### src/rtl/pll_seq_pkg.sv
package pll_seq_pkg;

    typedef enum logic [3:0] {
        ST_IDLE,
        ST_LOOKUP,
        ST_PRE_DIV,
        ST_RD_CTRL,
        ST_WR_CTRL,
        ST_WAIT,
        ST_RD_STAT,
        ST_POST_DIV,
        ST_DONE
    } seq_state_e;

    typedef enum logic [1:0] {
        RES_OK       = 2'd0,
        RES_TIMEOUT  = 2'd1,
        RES_BAD_CFG  = 2'd2,
        RES_BAD_RATE = 2'd3
    } seq_result_e;

    typedef struct packed {
        logic [31:0] rate_hz;
        logic [4:0]  in_div;
        logic [6:0]  fb_div;
        logic [1:0]  out_div;
        logic [3:0]  band;
        logic        bypass;
    } pll_setting_t;

    localparam logic [1:0] ADDR_CTRL  = 2'd0;
    localparam logic [1:0] ADDR_STAT  = 2'd1;
    localparam logic [1:0] ADDR_IFDIV = 2'd2;

    localparam int BIT_PWRDN   = 0;
    localparam int BIT_BYPASS  = 1;
    localparam int LSB_OUT_DIV = 2;
    localparam int LSB_IN_DIV  = 4;
    localparam int LSB_FB_DIV  = 9;
    localparam int LSB_BAND    = 20;

    localparam int STAT_LOCK = 0;
    localparam int STAT_ERR  = 1;

    localparam int GENERAL_ENTRIES = 19;
    localparam int VIDEO_ENTRIES   = 5;

    function automatic pll_setting_t mk_set(input logic [31:0] r, input int i,
                                            input int f, input int o, input logic b);
        pll_setting_t s;
        s.rate_hz = r;
        s.in_div  = 5'(i);
        s.fb_div  = 7'(f);
        s.out_div = 2'(o);
        s.band    = 4'd0;
        s.bypass  = b;
        return s;
    endfunction

    function automatic pll_setting_t general_entry(input int idx);
        case (idx)
            0:  return mk_set(32'd100_000_000,  0, 11, 3, 1'b0);
            1:  return mk_set(32'd133_000_000,  0, 15, 3, 1'b0);
            2:  return mk_set(32'd200_000_000,  1, 47, 3, 1'b0);
            3:  return mk_set(32'd233_000_000,  1, 27, 2, 1'b0);
            4:  return mk_set(32'd300_000_000,  1, 35, 2, 1'b0);
            5:  return mk_set(32'd333_000_000,  1, 39, 2, 1'b0);
            6:  return mk_set(32'd400_000_000,  1, 47, 2, 1'b0);
            7:  return mk_set(32'd500_000_000,  0, 14, 1, 1'b0);
            8:  return mk_set(32'd600_000_000,  0, 17, 1, 1'b0);
            9:  return mk_set(32'd700_000_000,  0, 20, 1, 1'b0);
            10: return mk_set(32'd800_000_000,  0, 23, 1, 1'b0);
            11: return mk_set(32'd900_000_000,  1, 26, 0, 1'b0);
            12: return mk_set(32'd1000_000_000, 1, 29, 0, 1'b0);
            13: return mk_set(32'd1100_000_000, 1, 32, 0, 1'b0);
            14: return mk_set(32'd1200_000_000, 1, 35, 0, 1'b0);
            15: return mk_set(32'd1300_000_000, 1, 38, 0, 1'b0);
            16: return mk_set(32'd1400_000_000, 1, 41, 0, 1'b0);
            17: return mk_set(32'd1500_000_000, 1, 44, 0, 1'b0);
            18: return mk_set(32'd1600_000_000, 1, 47, 0, 1'b0);
            default: return '0;
        endcase
    endfunction

    function automatic pll_setting_t video_entry(input int idx);
        case (idx)
            0: return mk_set(32'd27_000_000,  0,  0, 0, 1'b1);
            1: return mk_set(32'd148_500_000, 0, 21, 3, 1'b0);
            2: return mk_set(32'd297_000_000, 0, 21, 2, 1'b0);
            3: return mk_set(32'd540_000_000, 0, 19, 1, 1'b0);
            4: return mk_set(32'd594_000_000, 0, 21, 1, 1'b0);
            default: return '0;
        endcase
    endfunction

endpackage

### src/rtl/pll_rate_table.sv
module pll_rate_table
    import pll_seq_pkg::*;
#(
    parameter int TABLE_SEL = 0
) (
    input  logic [31:0]  rate_hz,
    output logic         hit,
    output pll_setting_t setting
);
    localparam int N = (TABLE_SEL == 0) ? GENERAL_ENTRIES : VIDEO_ENTRIES;

    pll_setting_t ent [N];

    for (genvar gi = 0; gi < N; gi++) begin : g_ent
        if (TABLE_SEL == 0) begin : g_gen
            assign ent[gi] = general_entry(gi);
        end else begin : g_vid
            assign ent[gi] = video_entry(gi);
        end
    end

    always_comb begin
        hit     = 1'b0;
        setting = '0;
        for (int i = N - 1; i >= 0; i--) begin
            if (ent[i].rate_hz == rate_hz) begin
                hit     = 1'b1;
                setting = ent[i];
            end
        end
    end
endmodule

### src/rtl/pll_ctrl_pack.sv
module pll_ctrl_pack
    import pll_seq_pkg::*;
(
    input  pll_setting_t setting,
    input  logic [31:0]  cur_ctrl,
    output logic [31:0]  word
);
    always_comb begin
        if (setting.bypass) begin
            word             = cur_ctrl;
            word[BIT_BYPASS] = 1'b1;
        end else begin
            word = '0;
            word[LSB_OUT_DIV +: 2] = setting.out_div;
            word[LSB_IN_DIV  +: 5] = setting.in_div;
            word[LSB_FB_DIV  +: 7] = setting.fb_div;
            word[LSB_BAND    +: 4] = setting.band;
        end
    end
endmodule

### src/rtl/pll_rate_seq.sv
module pll_rate_seq
    import pll_seq_pkg::*;
#(
    parameter int          CLK_HZ    = 250_000_000,
    parameter int          LOCK_US   = 100,
    parameter int          TABLE_SEL = 0,
    parameter bit          CORE_PLL  = 1'b1,
    parameter logic [31:0] THRESH_HZ = 32'd500_000_000
) (
    input  logic        clk,
    input  logic        rst_n,
    input  logic        req_valid,
    input  logic [31:0] req_rate_hz,
    output logic        busy,
    output logic        done,
    output logic [1:0]  err_code,
    output logic        reg_wr,
    output logic        reg_rd,
    output logic [1:0]  reg_addr,
    output logic [31:0] reg_wdata,
    input  logic [31:0] reg_rdata
);
    localparam int LOCK_CYCLES = (CLK_HZ / 1_000_000) * LOCK_US;
    localparam int CNT_W       = $clog2(LOCK_CYCLES + 1);

    typedef struct packed {
        seq_state_e   state;
        logic [31:0]  rate;
        pll_setting_t setting;
        logic [31:0]  ctrl_rd;
        logic [CNT_W-1:0] cnt;
        seq_result_e  result;
    } seq_regs_t;

    seq_regs_t r_d, r_q;

    logic         tbl_hit;
    pll_setting_t tbl_set;
    logic [31:0]  ctrl_word;
    logic         rate_high;

    pll_rate_table #(.TABLE_SEL(TABLE_SEL)) i_table (
        .rate_hz (r_q.rate),
        .hit     (tbl_hit),
        .setting (tbl_set)
    );

    pll_ctrl_pack i_pack (
        .setting  (r_q.setting),
        .cur_ctrl (r_q.ctrl_rd),
        .word     (ctrl_word)
    );

    assign rate_high = (r_q.rate > THRESH_HZ);

    always_comb begin
        r_d = r_q;
        case (r_q.state)
            ST_IDLE: begin
                if (req_valid) begin
                    r_d.rate  = req_rate_hz;
                    r_d.state = ST_LOOKUP;
                end
            end
            ST_LOOKUP: begin
                if (!tbl_hit) begin
                    r_d.result = RES_BAD_RATE;
                    r_d.state  = ST_DONE;
                end else begin
                    r_d.setting = tbl_set;
                    if (CORE_PLL && rate_high) r_d.state = ST_PRE_DIV;
                    else if (tbl_set.bypass)   r_d.state = ST_RD_CTRL;
                    else                       r_d.state = ST_WR_CTRL;
                end
            end
            ST_PRE_DIV: begin
                r_d.state = r_q.setting.bypass ? ST_RD_CTRL : ST_WR_CTRL;
            end
            ST_RD_CTRL: begin
                r_d.ctrl_rd = reg_rdata;
                r_d.state   = ST_WR_CTRL;
            end
            ST_WR_CTRL: begin
                r_d.cnt   = '0;
                r_d.state = ST_WAIT;
            end
            ST_WAIT: begin
                if (r_q.cnt == CNT_W'(LOCK_CYCLES - 1)) r_d.state = ST_RD_STAT;
                else r_d.cnt = r_q.cnt + 1'b1;
            end
            ST_RD_STAT: begin
                if (!reg_rdata[STAT_LOCK]) begin
                    r_d.result = RES_TIMEOUT;
                    r_d.state  = ST_DONE;
                end else if (reg_rdata[STAT_ERR]) begin
                    r_d.result = RES_BAD_CFG;
                    r_d.state  = ST_DONE;
                end else begin
                    r_d.result = RES_OK;
                    r_d.state  = (CORE_PLL && !rate_high) ? ST_POST_DIV : ST_DONE;
                end
            end
            ST_POST_DIV: r_d.state = ST_DONE;
            ST_DONE:     r_d.state = ST_IDLE;
            default:     r_d.state = ST_IDLE;
        endcase
    end

    always_ff @(posedge clk or negedge rst_n) begin
        if (!rst_n) begin
            r_q        <= '0;
            r_q.state  <= ST_IDLE;
            r_q.result <= RES_OK;
        end else begin
            r_q <= r_d;
        end
    end

    always_comb begin
        reg_wr    = 1'b0;
        reg_rd    = 1'b0;
        reg_addr  = ADDR_CTRL;
        reg_wdata = '0;
        case (r_q.state)
            ST_PRE_DIV: begin
                reg_wr    = 1'b1;
                reg_addr  = ADDR_IFDIV;
                reg_wdata = 32'd1;
            end
            ST_RD_CTRL: begin
                reg_rd   = 1'b1;
                reg_addr = ADDR_CTRL;
            end
            ST_WR_CTRL: begin
                reg_wr    = 1'b1;
                reg_addr  = ADDR_CTRL;
                reg_wdata = ctrl_word;
            end
            ST_RD_STAT: begin
                reg_rd   = 1'b1;
                reg_addr = ADDR_STAT;
            end
            ST_POST_DIV: begin
                reg_wr    = 1'b1;
                reg_addr  = ADDR_IFDIV;
                reg_wdata = 32'd0;
            end
            default: ;
        endcase
    end

    assign busy     = (r_q.state != ST_IDLE);
    assign done     = (r_q.state == ST_DONE);
    assign err_code = r_q.result;
endmodule

### config.mk
export PLATFORM = sky130hd
export DESIGN_NAME = pll_rate_seq
export DESIGN_NICKNAME = d
export VERILOG_FILES = /design/src/rtl/pll_seq_pkg.sv /design/src/rtl/pll_rate_table.sv /design/src/rtl/pll_ctrl_pack.sv /design/src/rtl/pll_rate_seq.sv
export SDC_FILE = /design/constraint.sdc
export NUM_CORES = 1
export LEC_CHECK = 0
export BUFFER_PORTS_ARGS = -buffer_cell sky130_fd_sc_hd__buf_2
export CORE_ASPECT_RATIO = 1.4
export CORE_MARGIN = 5
export CORE_UTILIZATION = 49
export CTS_CLUSTER_SIZE = 8
export DETAILED_ROUTE_END_ITERATION = 10
export GPL_ROUTABILITY_DRIVEN = 0
export PLACE_DENSITY_LB_ADDON = 0.25
export SLEW_MARGIN = 20
export SYNTH_ARGS = -nofsm -noshare
export SYNTH_HDL_FRONTEND = slang
export SYNTH_SLANG_ARGS = --single-unit
### constraint.sdc
create_clock -name clk -period 2.3 [get_ports clk]
set_input_delay 0.345 -clock clk [delete_from_list [all_inputs] [get_ports clk]]
set_output_delay 0.345 -clock clk [all_outputs]
set_load 0.03 [all_outputs]
## Word-level counts from Yosys, hierarchy flattened

Cells that the tools add are included.
Widths: inputs -> output; s select.

| storage, ports and cells | value |
|---|---|
| flip-flop bits (word level) | 104 |
| input port bits | 67 |
| output and inout port bits | 40 |
| word-level logic and storage cells | 115 |

| operators by class | value |
|---|---|
| add/sub/neg operators | 1 |
| $lt $le $gt $ge | 1 |
| equal/unequal tests | 32 |
| muxes and demuxes | 59 |
| reduce and logical (&&, ||, !) cells | 12 |

Operator list:

| operator | number |
|---|---|
| $mux 19 | 18 |
| $eq 31x32->1 const A | 6 |
| $eq 30x32->1 const A | 5 |
| $eq 29x32->1 const A | 4 |
| $eq 27x32->1 const A | 2 |
| $eq 28x32->1 const A | 2 |
| $pmux 32 s2 | 1 |
| $mux 36 | 1 |
| $gt 32x29->1 const B | 1 |
| $mux 32 | 1 |
| $pmux 4 s8 | 1 |
| $mux 15 | 2 |
| $pmux 15 s2 | 1 |
| $mux 4 | 6 |
| $mux 1 | 21 |
| $eq 4x3->1 const B | 4 |
| $add 15x1->15 const B | 1 |
| $eq 15x15->1 const B | 1 |
| $reduce_and 2->1 | 5 |
| $eq 4x2->1 const B | 2 |
| $ne 2x2->1 const B | 4 |
| $pmux 2 s2 | 2 |
| $mux 2 | 3 |
| $mux 3 | 2 |
| 7 further kinds | 9 |

## Longest topological paths before layout

Gate-level depths: netlist of the first run.

| depth | value |
|---|---|
| word-level depth | 24 |
| mapped depth | 8 |
| depth with buffers taken out | 8 |

## Cells and area by module

Synthesis of the first run repeated with hierarchy kept, for this count alone.

| unflattened totals | value |
|---|---|
| cells, all modules | 800 |
| area, all modules | 7,728.7 um^2 |

By module, submodules not included:

| module | instances | cells each | area each (um^2) | sequential area each (um^2) |
|---|---|---|---|---|
| pll_rate_seq | 1 | 554 | 5,911.9 | 3,403.3 |
| pll_rate_table | 1 | 211 | 1,433.9 | 0.0 |
| pll_ctrl_pack | 1 | 35 | 382.9 | 0.0 |

## Worst setup path after synthesis of the first run

OpenSTA, ideal clock, no wires.

| path | value |
|---|---|
| path type | reg2reg |
| start | register r_q[100] (netlist bit) |
| end | register r_q[57] (netlist bit) |
| setup time | 0.125 ns |
| arrival time | 2.467 ns |
| data required time | 2.175 ns |
| slack | -0.292 ns |
| stages on the path, launching flop included | 8 |
| buffers on the path | 0 |
| period minus slack after synthesis | 2.592 ns |
| cell sequence | dfrtp_1 or4_4 or4_4 or3_1 a2bb2oi_1 nand3_2 o31a_4 mux2_2 |

| between the ends | value |
|---|---|
| cells in the longest elaborated chain, start to end | 21 |
| elaborated cells between the ends (all ways) | 58 |
| those cells by class | eq/ne: 19; mux: 38; reduce/logical: 1 |

RTL lines:

| item | RTL line | source |
|---|---|---|
| start: declaration | pll_rate_seq.sv:35 | `seq_regs_t r_d, r_q;` |
| start signal: assignment | pll_rate_seq.sv:115 | `r_q <= r_d;` |
| $eq 31x32->1 | pll_rate_table.sv:26 | `if (ent[i].rate_hz == rate_hz) begin` |
| $mux 1 (19 in a row) | pll_rate_table.sv:26 |  |
| $reduce_and 2->1 (no source line) | -- |  |

Several ways; a longest one is shown, not always the timed one.
A chain may end at the register's enable or synchronous reset.

## Worst setup path in the final report of the first run

| path | value |
|---|---|
| start | register r_q[107] (netlist bit) |
| end | register r_q[58] (netlist bit) |

Same word-level chain as after synthesis.

==> impl_metrics.py, run 1 <==
metrics = {
    "synth": {
        "synth_cell_types": 72,
        "synth_seq_area_share_pct": 36.1,
        "netlist_area_sq_mm": 0.00429,
        "ys_ff_latch": 62,
        "synth_cells": 460,
        "synth_async_sr_flop_share_pct": 100,
        "synth_edf_count": 0,
        "postSynthAreaPerCell_sq_um": 9.34,
        "synth_ff_type": "dfrtp_1",
        "yosysWarningCount": 0,
    },
    "sta": {
        "maxSlewViolCount": 0,
        "setup_tns_ps": -3670,
        "finalCritPeriodShare_pct": 115,
        "finClkSkew_ps": 5.34,
        "fin_crit_ps": 2650,
        "rsz0062_at_grt": "true",
        "hold_viol": 0,
        "setup_viol": 14,
        "worst_pin_slew_ps": 636,
        "holdWs_ps": 16.6,
        "fmax_mhz": 378,
        "setup_ws_ps": -348,
        "relSlewSlack_pct": 57.0,
    },
    "power_and_ir_drop": {
        "powerDensity_mw_per_mm2": 724,
        "peakVddDrop_uv": 647,
        "power_uw": 4530,
        "seqPwrFrac_pct": 31.5,
        "internal_power_uw": 3010,
        "p_switching_uw": 1510,
        "clkPwrFrac_pct": 31.6,
        "p_comb_share_pct": 36.9,
        "p_leak_uw": 0.00289,
        "p_sw_share_pct": 33.4,
    },
    "placed_design": {
        "io_buffer_count": 54,
        "dpl.cell_count": 727,
        "dp_hpwl_um": 10700,
    },
    "drt": {
        "viasPerCell": 6.27,
        "vias": 4731,
        "wire_per_inst_um": 20.5,
        "drt_first_iter_violations": 539,
        "firstDrtPassIters": 7,
        "drt-total-wl_um": 15500,
        "ant_nets": 0,
        "route.detailed.drc": 0,
    },
    "cells_and_area": {
        "synthToLayoutAreaGrowth_pct": 45.5,
        "drive_gt1_share_pct": 48.5,
        "final_common_cell": "buf_4",
        "nets": 713,
        "multi_input_area_sq_mm": 0.00286,
        "final_cell_mix": "buf_4 (137), dfrtp_1 (61), buf_2 (54)",
        "final_cells": 755,
        "seq_area_sq_mm": 0.00155,
        "final_core_util_pct": 73.0,
        "fillCellCount": 604,
        "n_antenna_cell": 0,
    },
    "clocking": {
        "cts_buffer_depth": 2,
        "clock_sinks": 62,
        "tritoncts": "yes",
        "cts_buffers": 9,
        "root_buffer": "clkbuf_16",
        "ctsHoldBuffers": 0,
        "cts-htree-levels": 3,
        "path_clk_slew_ps": 50,
        "clock_latency_ps": 340,
    },
    "global_route": {
        "antenna_found_initial": 0,
        "track_usage_pct": 29.3,
        "gr-total-overflow": 0,
        "grt_pass1_vias": 4799,
        "grt_max_degree": 38,
        "grt_pass1_wl_um": 23900,
    },
    "setup_path": {
        "worstPathCellList": "or4_4, or4_4, or3_4, a2bb2oi_2, nand3_2, o31a_4, mux2_2",
        "critPathKind": "reg -> reg",
        "path_common_cell": "or4_4",
        "required_ps": 2520,
        "max_stage_delay_ps": 540,
        "path_max_fanout": 6,
        "slowest_stage": "or4_4",
        "critical_path_arrival_ps": 2870,
        "start_kind": "register",
        "cp-end-kind": "register",
    },
    "floorplan": {
        "core_area_sq_mm": 0.00856,
        "rows": 40,
        "die_x_um": 89.1,
        "start_util_pct": 50.2,
        "die_area_sq_mm": 0.0108,
        "io_pins": 107,
        "die_h_um": 121,
    },
    "outcome": {
        "run_status": "complete, but fails checks",
        "violations": "setup timing",
    },
    "hold_path": {
        "hold_path_class": "in -> async",
    },
    "job": {
        "max_cap_viol_count": 0,
    },
}
==> registers in the layout, summed over array words and instances, names as in the netlist <==
| signal | cells |
|---|---|
| err_code | 2 |
| r_q | 60 |
==> per-stage QoR <==
step / cell area (sq um) / worst slack (ps)
finish: 6250 / -348
global route: 6250 / -411
CTS: 6050 / -326
detailed placement: 5510 / -437
global placement: 5510 / -353
floorplan: 4390 / -292
==> worst max-delay path: cells and delay by family, from the launching register on <==
| family | cells | cell delay [ps] |
|---|---|---|
| muxes | 1 | 340 |
| DFF | 1 | 370 |
| AOI/OAI and AO/OA | 2 | 370 |
| and+or+nand+nor | 4 | 1440 |
==> area by class of cell <==
| class | count | area share [%] |
|---|---|---|
| Clock buffer | 13 | 4.48 |
| Timing Repair Buffer | 196 | 22.0 |
| Tap cell | 105 | 2.10 |
| Inverter | 3 | 0.180 |
| Sequential cell | 62 | 24.8 |
| Multi-Input combinational cell | 373 | 45.8 |
| Clock inverter | 3 | 0.641 |
==> timing repair <==
action,4_1_cts,5_1_grt
resized for setup,39,24
setup buffers,4,8
gates cloned,0,0
endpoints found under the setup margin,15,15
pin swaps,16,10
==> power by group through the flow <==
stage | Combinational (uW) | Sequential [uW] | Clock (uW)
5_1_grt | 1770 | 1450 | 1500
3_5_place_dp | 1430 | 1430 | 0
6_report | 1670 | 1430 | 1430
3_3_place_gp | 1390 | 1410 | 0
2_1_floorplan | 695 | 1400 | 0
4_1_cts | 1520 | 1410 | 1450
==> worst paths after layout <==
path                       slack, ps  depth (start not counted)          end             from
max                             -350                          7      r_q[58]         r_q[107]
min                               20                          1  err_code[0]            rst_n
max reg2reg                     -350                          7      r_q[58]         r_q[107]
min reg2reg                      480                          1      r_q[55]          r_q[55]
max in group asynchronous       1640                          2     r_q[125]            rst_n
min in group clk                 230                          2     r_q[110]  req_rate_hz[10]
==> synthesized netlist by cell type, types with 4 or more instances <==
| master | instances | share of area [%] |
|---|---|---|
| nand2_1 | 29 | 2.5 |
| and2_1 | 6 | 0.87 |
| nor4bb_1 | 4 | 0.93 |
| nand3_1 | 26 | 3.0 |
| o21ai_0 | 6 | 0.70 |
| nor4_1 | 22 | 3.2 |
| or3_1 | 5 | 0.73 |
| nor2_1 | 33 | 2.9 |
| clkbuf_1 | 15 | 1.3 |
| buf_4 | 24 | 4.2 |
| and3_1 | 16 | 2.3 |
| nor2b_1 | 7 | 1.0 |
| nor3_1 | 16 | 1.9 |
| or4bb_1 | 4 | 1.0 |
| a21oi_1 | 8 | 0.93 |
| nand4_1 | 15 | 2.2 |
| and4b_1 | 4 | 0.93 |
| nand2b_1 | 8 | 1.2 |
| nor4b_1 | 8 | 1.6 |
| or4_1 | 5 | 0.87 |
| nand4b_1 | 8 | 1.6 |
| dfrtp_1 | 62 | 36 |
| xor2_1 | 13 | 2.7 |
| mux2_2 | 38 | 10 |
==> layer usage <==
layer	vias up	routed length [um]	global-route usage, %
met5	-	0	0
met4	0	1460	22.2
met3	153	1350	9.34
met2	288	7370	46.8
met1	2209	5280	31.2
li1	2081	-	-
==> cell families (layout without fill, tap and decap cells) <==
kind of cell	after synthesis	after routing	synth area share [%]
simple gates	245	245	34.8
other cells	1	22	0.0873
xor+xnor	15	15	3.06
buf+inv	46	215	6.41
mux	38	38	9.97
fa+ha+maj	1	1	0.291
compound gates	52	52	9.30
flops	62	62	36.1
Note: power is estimated with default switching activity, not from simulation.
==> run 2: changes to the inputs <==
--- a/config.mk
+++ b/config.mk
@@ -5,12 +5,13 @@
 export SDC_FILE = /design/constraint.sdc
 export NUM_CORES = 1
 export LEC_CHECK = 0
-export BUFFER_PORTS_ARGS = -buffer_cell sky130_fd_sc_hd__buf_2
+export CAP_MARGIN = 40
 export CORE_ASPECT_RATIO = 1.4
-export CORE_MARGIN = 5
-export CORE_UTILIZATION = 49
+export CORE_MARGIN = 2
+export CORE_UTILIZATION = 58
 export CTS_CLUSTER_SIZE = 8
 export DETAILED_ROUTE_END_ITERATION = 10
+export DONT_BUFFER_PORTS = 1
 export GPL_ROUTABILITY_DRIVEN = 0
 export PLACE_DENSITY_LB_ADDON = 0.25
 export SLEW_MARGIN = 20
==> run 2 against run 1 <==
Net effect:
- the run still ends with setup timing left
- power fell by 16%
- final cell count fell by 9.4%
- global-route usage rose by 4.9 points
- sequential cell count did not move
- combinational power fell by 8%
- clock power fell by 43%
- fmax rose by 1.1%
- critical path depth did not move
- worst setup slack improved by 28 ps
- register-to-register slack improved by 30 ps
==> impl_metrics.py, run 2 (synthesized netlist as in run 1, its figures left out) <==
metrics = {
    "power_and_ir_drop": {
        "p_leak_uw": 0.00255,
        "powerDensity_mw_per_mm2": 659,
        "peakVddDrop_uv": 628,
    },
    "floorplan": {
        "rows": 37,
        "die_h_um": 106,
        "die_x_um": 76.7,
        "core_area_sq_mm": 0.00727,
        "io_pins": 107,
        "die_area_sq_mm": 0.00812,
        "start_util_pct": 59.1,
    },
    "clocking": {
        "cts-htree-levels": 3,
        "clock_latency_ps": 350,
        "root_buffer": "clkbuf_8",
        "path_clk_slew_ps": 70,
        "cts_buffers": 9,
        "clock_sinks": 62,
        "tritoncts": "yes",
        "cts_buffer_depth": 2,
    },
    "sta": {
        "finClkSkew_ps": 7.58,
        "setup_viol": 14,
        "worst_pin_slew_ps": 579,
        "finalCritPeriodShare_pct": 114,
        "fmax_mhz": 382,
        "setup_tns_ps": -3410,
        "setup_ws_ps": -320,
        "relSlewSlack_pct": 61.1,
        "maxSlewViolCount": 0,
        "fin_crit_ps": 2620,
        "hold_viol": 0,
        "rsz0062_at_grt": "true",
    },
    "setup_path": {
        "slowest_stage": "or4b_2",
        "critical_path_arrival_ps": 2850,
        "reg2reg_slack_ps": -320,
        "reg2reg_depth": 7,
        "worstPathCellList": "or4b_2, nor3_1, a22oi_2, a2bb2oi_4, nand3_4, o31a_4, mux2_2",
        "critPathKind": "reg -> reg",
        "path_max_fanout": 6,
        "required_ps": 2530,
        "r2r-end": "r_q[60]",
        "cp-end-kind": "register",
        "reg2reg_from": "r_q[113]",
        "worst-path-buf-inv": 0,
        "critical-path-top-delay-family": "simple AND/OR/NAND/NOR gates",
        "start_kind": "register",
        "max_stage_delay_ps": 720,
    },
    "global_route": {
        "grt_pass1_vias": 4365,
        "grt_pass1_wl_um": 21600,
        "track_usage_pct": 34.2,
        "grt_max_degree": 63,
        "gr-total-overflow": 0,
        "antenna_found_initial": 0,
    },
    "drt": {
        "drt_first_iter_violations": 357,
        "wire_per_inst_um": 19.7,
        "ant_nets": 0,
        "viasPerCell": 6.41,
        "drt-total-wl_um": 13500,
        "route.detailed.drc": 0,
        "firstDrtPassIters": 5,
        "vias": 4384,
    },
    "placed_design": {
        "postPlaceCellArea_sq_mm": 0.00517,
        "io_buffer_count": 0,
        "dp_hpwl_um": 9910,
        "dp_slack_ps": -456,
    },
    "hold_path": {
        "hold_path_end": "err_code[0]",
        "hold_depth": 1,
        "hold_path_class": "in -> reg",
        "holdCritStartpoint": "reg_rdata[0]",
    },
    "cells_and_area": {
        "synthToLayoutAreaGrowth_pct": 33.6,
        "n_antenna_cell": 0,
        "final_cell_mix": "buf_4 (127), dfrtp_1 (62), mux2_2 (38)",
        "drive_gt1_share_pct": 41.9,
        "nets": 651,
        "finalInstanceArea_sq_mm": 0.00574,
        "final_core_util_pct": 78.9,
        "largest_reg_flops": 60,
        "final_common_cell": "buf_4",
        "regMostFlops": "r_q",
    },
    "outcome": {
        "run_status": "complete, but fails checks",
        "violations": "setup timing",
    },
    "job": {
        "max_cap_viol_count": 0,
    },
}
[run 2: changes by cell type in the layout (fill, tap and decap cells not counted), sizes merged]
cell         delta
buf            -63
bufinv          -1
clkbuf          -2
clkinv          +2
dlygate4sd3     +1
[run 2: area by class of cell]
| cell class | instances | area (sq um) |
|---|---|---|
| clock buffers | 11 | 141 |
| clock inverters | 4 | 23.8 |
| fillers | 472 | 1530 |
| inverters | 3 | 11.3 |
| multi-input cells | 373 | 2840 |
| flip-flops and latches | 62 | 1550 |
| well taps | 97 | 121 |
| repair buffers | 134 | 1050 |
[run 2: worst max path at each step]
| stage | start | to | slack, ps | cells after the start |
|---|---|---|---|---|
| final | r_q[113] | r_q[60] | -320 | 7 |
| after global placement | r_q[114] | r_q[57] | -430 | 8 |
| after detailed placement | r_q[114] | r_q[60] | -460 | 8 |
| after CTS | r_q[100] | r_q[60] | -310 | 7 |
| after global routing | r_q[113] | r_q[60] | -420 | 7 |
| after floorplan | r_q[100] | r_q[57] | -290 | 7 |
[run 2: report_power, final]
part | switching [uW] | internal [uW]
clock network | 409 | 410
registers | 195 | 1240
logic | 751 | 775
total | 1360 | 2430
[run 2: per-layer routing]
metal | global-route usage (%) | part of all wire (%) | up-vias
met3 | 8.99 | 7.8 | 91
met2 | 58.2 | 50 | 268
li1 | - | - | 1966
met1 | 36.5 | 35 | 2059
met4 | 24.0 | 7.5 | 0
met5 | 0 | 0 | -
[run 2: repair_timing]
item / 4_1_cts / 5_1_grt
pin swaps: 15 / 12
setup buffers: 9 / 0
hold endpoints to repair: 62 / 0
hold buffers: 2 / 0
endpoints found under the setup margin: 15 / 15
resized for setup: 44 / 17
[run 2: per-stage QoR]
| step | hold WS (ps) | cells | power [uW] |
|---|---|---|---|
| final | 138 | 684 | 3780 |
| after global routing | 133 | 684 | 3960 |
| after CTS | 133 | 684 | 3720 |
| after detailed placement | 51.6 | 658 | 2750 |
| after global placement | 51.9 | 658 | 2700 |
| after floorplan | 49.4 | 481 | 2100 |
==> run 3: changes to the inputs <==
--- a/config.mk
+++ b/config.mk
@@ -8,12 +8,13 @@
 export CAP_MARGIN = 40
 export CORE_ASPECT_RATIO = 1.4
 export CORE_MARGIN = 2
-export CORE_UTILIZATION = 58
+export CORE_UTILIZATION = 45
 export CTS_CLUSTER_SIZE = 8
 export DETAILED_ROUTE_END_ITERATION = 10
 export DONT_BUFFER_PORTS = 1
 export GPL_ROUTABILITY_DRIVEN = 0
 export PLACE_DENSITY_LB_ADDON = 0.25
+export SETUP_SLACK_MARGIN = 0.4
 export SLEW_MARGIN = 20
 export SYNTH_ARGS = -nofsm -noshare
 export SYNTH_HDL_FRONTEND = slang
==> run 3 against run 2 <==
Net effect:
- the flow still finishes with violations (setup timing)
- fmax fell by 0.99%
- register-to-register slack worse by 30 ps
- via count is 0.57% higher
- die area is 28% higher
- design area up 6.9%
- wire length grew 3.9%
- final cell count up 5.3%
- worst setup slack worse by 26 ps
- critical path type unchanged
==> impl_metrics.py, run 3 (synthesized netlist as in run 1, its figures left out) <==
metrics = {
    "outcome": {
        "run_status": "complete, but fails checks",
        "violations": "setup timing",
    },
    "sta": {
        "setup_ws_ps": -346,
        "finClkSkew_ps": 8.77,
        "setup_tns_ps": -3810,
        "finalCritPeriodShare_pct": 115,
        "hold_viol": 0,
        "setup_viol": 15,
        "relSlewSlack_pct": 60.1,
        "rsz0062_at_grt": "true",
        "worst_pin_slew_ps": 593,
        "maxSlewViolCount": 0,
        "fmax_mhz": 378,
        "fin_crit_ps": 2650,
    },
    "power_and_ir_drop": {
        "clkPwrFrac_pct": 32.2,
        "p_switching_uw": 1440,
        "p_sw_share_pct": 32.3,
        "seqPwrFrac_pct": 31.9,
        "p_comb_share_pct": 35.9,
        "powerDensity_mw_per_mm2": 730,
        "peakVddDrop_uv": 554,
        "internal_power_uw": 3030,
        "p_leak_uw": 0.00271,
    },
    "floorplan": {
        "core_area_sq_mm": 0.00935,
        "die_x_um": 86.6,
        "rows": 42,
        "io_pins": 107,
        "die_h_um": 120,
        "die_area_sq_mm": 0.0104,
        "start_util_pct": 45.9,
    },
    "setup_path": {
        "worstPathCellList": "buf_4, or4b_2, nor3_2, nand4_1, o21ai_0, or3b_2, o31a_4, mux2_4",
        "path_max_fanout": 8,
        "start_kind": "register",
        "critPathKind": "reg -> reg",
        "cp-end-kind": "register",
        "worst-path-buf-inv": 1,
        "slowest_stage": "or4b_2",
        "max_stage_delay_ps": 690,
        "required_ps": 2510,
        "critical-path-top-delay-family": "simple AND/OR/NAND/NOR gates",
        "critical_path_arrival_ps": 2860,
    },
    "drt": {
        "topRoutingLayerUsed": "met4",
        "wl_met1_um": 4970,
        "vias": 4409,
        "wire_per_inst_um": 19.5,
        "wl_met3_um": 943,
        "firstDrtPassIters": 9,
        "route.detailed.drc": 0,
        "drt_first_iter_violations": 285,
        "viasPerCell": 6.12,
        "ant_nets": 0,
        "drt-total-wl_um": 14000,
        "route.met2.wl_um": 7120,
    },
    "cells_and_area": {
        "final_common_cell": "buf_4",
        "seq_area_sq_mm": 0.00155,
        "drive_gt1_share_pct": 47.2,
        "multi_input_area_sq_mm": 0.00289,
        "final_cell_mix": "buf_4 (147), dfrtp_1 (61), mux2_2 (33)",
        "nets": 673,
        "largest_reg_flops": 60,
        "final_cells": 720,
        "fillCellCount": 769,
        "regMostFlops": "r_q",
        "synthToLayoutAreaGrowth_pct": 42.7,
        "n_antenna_cell": 0,
    },
    "global_route": {
        "grt_pass1_vias": 4458,
        "grt_max_degree": 63,
        "gr-total-overflow": 0,
        "grt_pass1_wl_um": 21500,
        "antenna_found_initial": 0,
        "track_usage_pct": 26.8,
    },
    "clocking": {
        "root_buffer": "clkbuf_16",
        "tritoncts": "yes",
        "cts_buffers": 9,
        "clock_sinks": 62,
        "clock_latency_ps": 340,
        "cts-htree-levels": 3,
        "path_clk_slew_ps": 50,
        "cts_buffer_depth": 2,
    },
    "placed_design": {
        "dp_hpwl_um": 10300,
        "dpl.cell_count": 688,
        "io_buffer_count": 0,
        "dp_slack_ps": -444,
    },
    "job": {
        "max_cap_viol_count": 0,
    },
    "hold_path": {
        "hold_path_class": "in -> reg",
    },
}
-- run 3: layer usage --
metal / track usage (%) / vias up
li1: - / 2011
met1: 27.8 / 2080
met2: 45.9 / 220
met3: 6.12 / 98
met4: 20.0 / 0
met5: 0 / -
-- run 3: repair_timing --
item,4_1_cts,5_1_grt
hold buffers,2,0
endpoints found under the hold margin,62,0
pin swaps,17,19
gates resized for setup,48,38
endpoints found under the setup margin,30,31
buffers inserted,4,10
-- run 3: layout make-up --
| cell class | instances | share of cell area, % |
|---|---|---|
| inverter | 3 | 0.184 |
| clock buffer | 12 | 4.02 |
| multi-input combinational | 373 | 47.1 |
| tap | 110 | 2.25 |
| clock inverter | 4 | 1.14 |
| sequential | 62 | 25.3 |
| timing repair buffer | 156 | 20.0 |
-- run 3: path summary, 6_finish.rpt --
kind | depth (start not counted) | start | slack (ps) | endpoint
hold / removal | 1 | reg_rdata[0] | 140 | err_code[0]
setup / recovery | 8 | r_q[109] | -350 | r_q[58]
hold reg to reg | 1 | r_q[55] | 480 | r_q[55]
setup reg to reg | 8 | r_q[109] | -350 | r_q[58]
max in group asynchronous | 2 | rst_n | 1470 | r_q[116]
min in group asynchronous | 2 | rst_n | 540 | r_q[60]
-- run 3: power by group through the flow --
stage	registers, uW	clock network, uW	logic (uW)
2_1_floorplan	1400	0	695
3_3_place_gp	1420	0	1350
3_5_place_dp	1430	0	1380
4_1_cts	1420	1470	1520
5_1_grt	1450	1510	1700
6_report	1430	1440	1600
-- run 3: worst register-to-register path, cell delays in order, from the launching register on --
cell     delay (ps)
dfrtp_1         420
buf_4           180
or4b_2          690
nor3_2          140
nand4_1         160
o21ai_0         190
or3b_2          200
o31a_4          210
mux2_4          320
-- run 3: stage by stage --
stage | hold slack [ps] | total power, uW | cell area (sq um) | utilization (%)
3_3_place_gp | 51.9 | 2770 | 5320 | 56.8
4_1_cts | 151 | 4400 | 5910 | 63.2
6_report | 144 | 4470 | 6130 | 65.5
3_5_place_dp | 51.8 | 2810 | 5320 | 56.8
5_1_grt | 139 | 4660 | 6130 | 65.5
2_1_floorplan | 49.4 | 2100 | 4390 | -
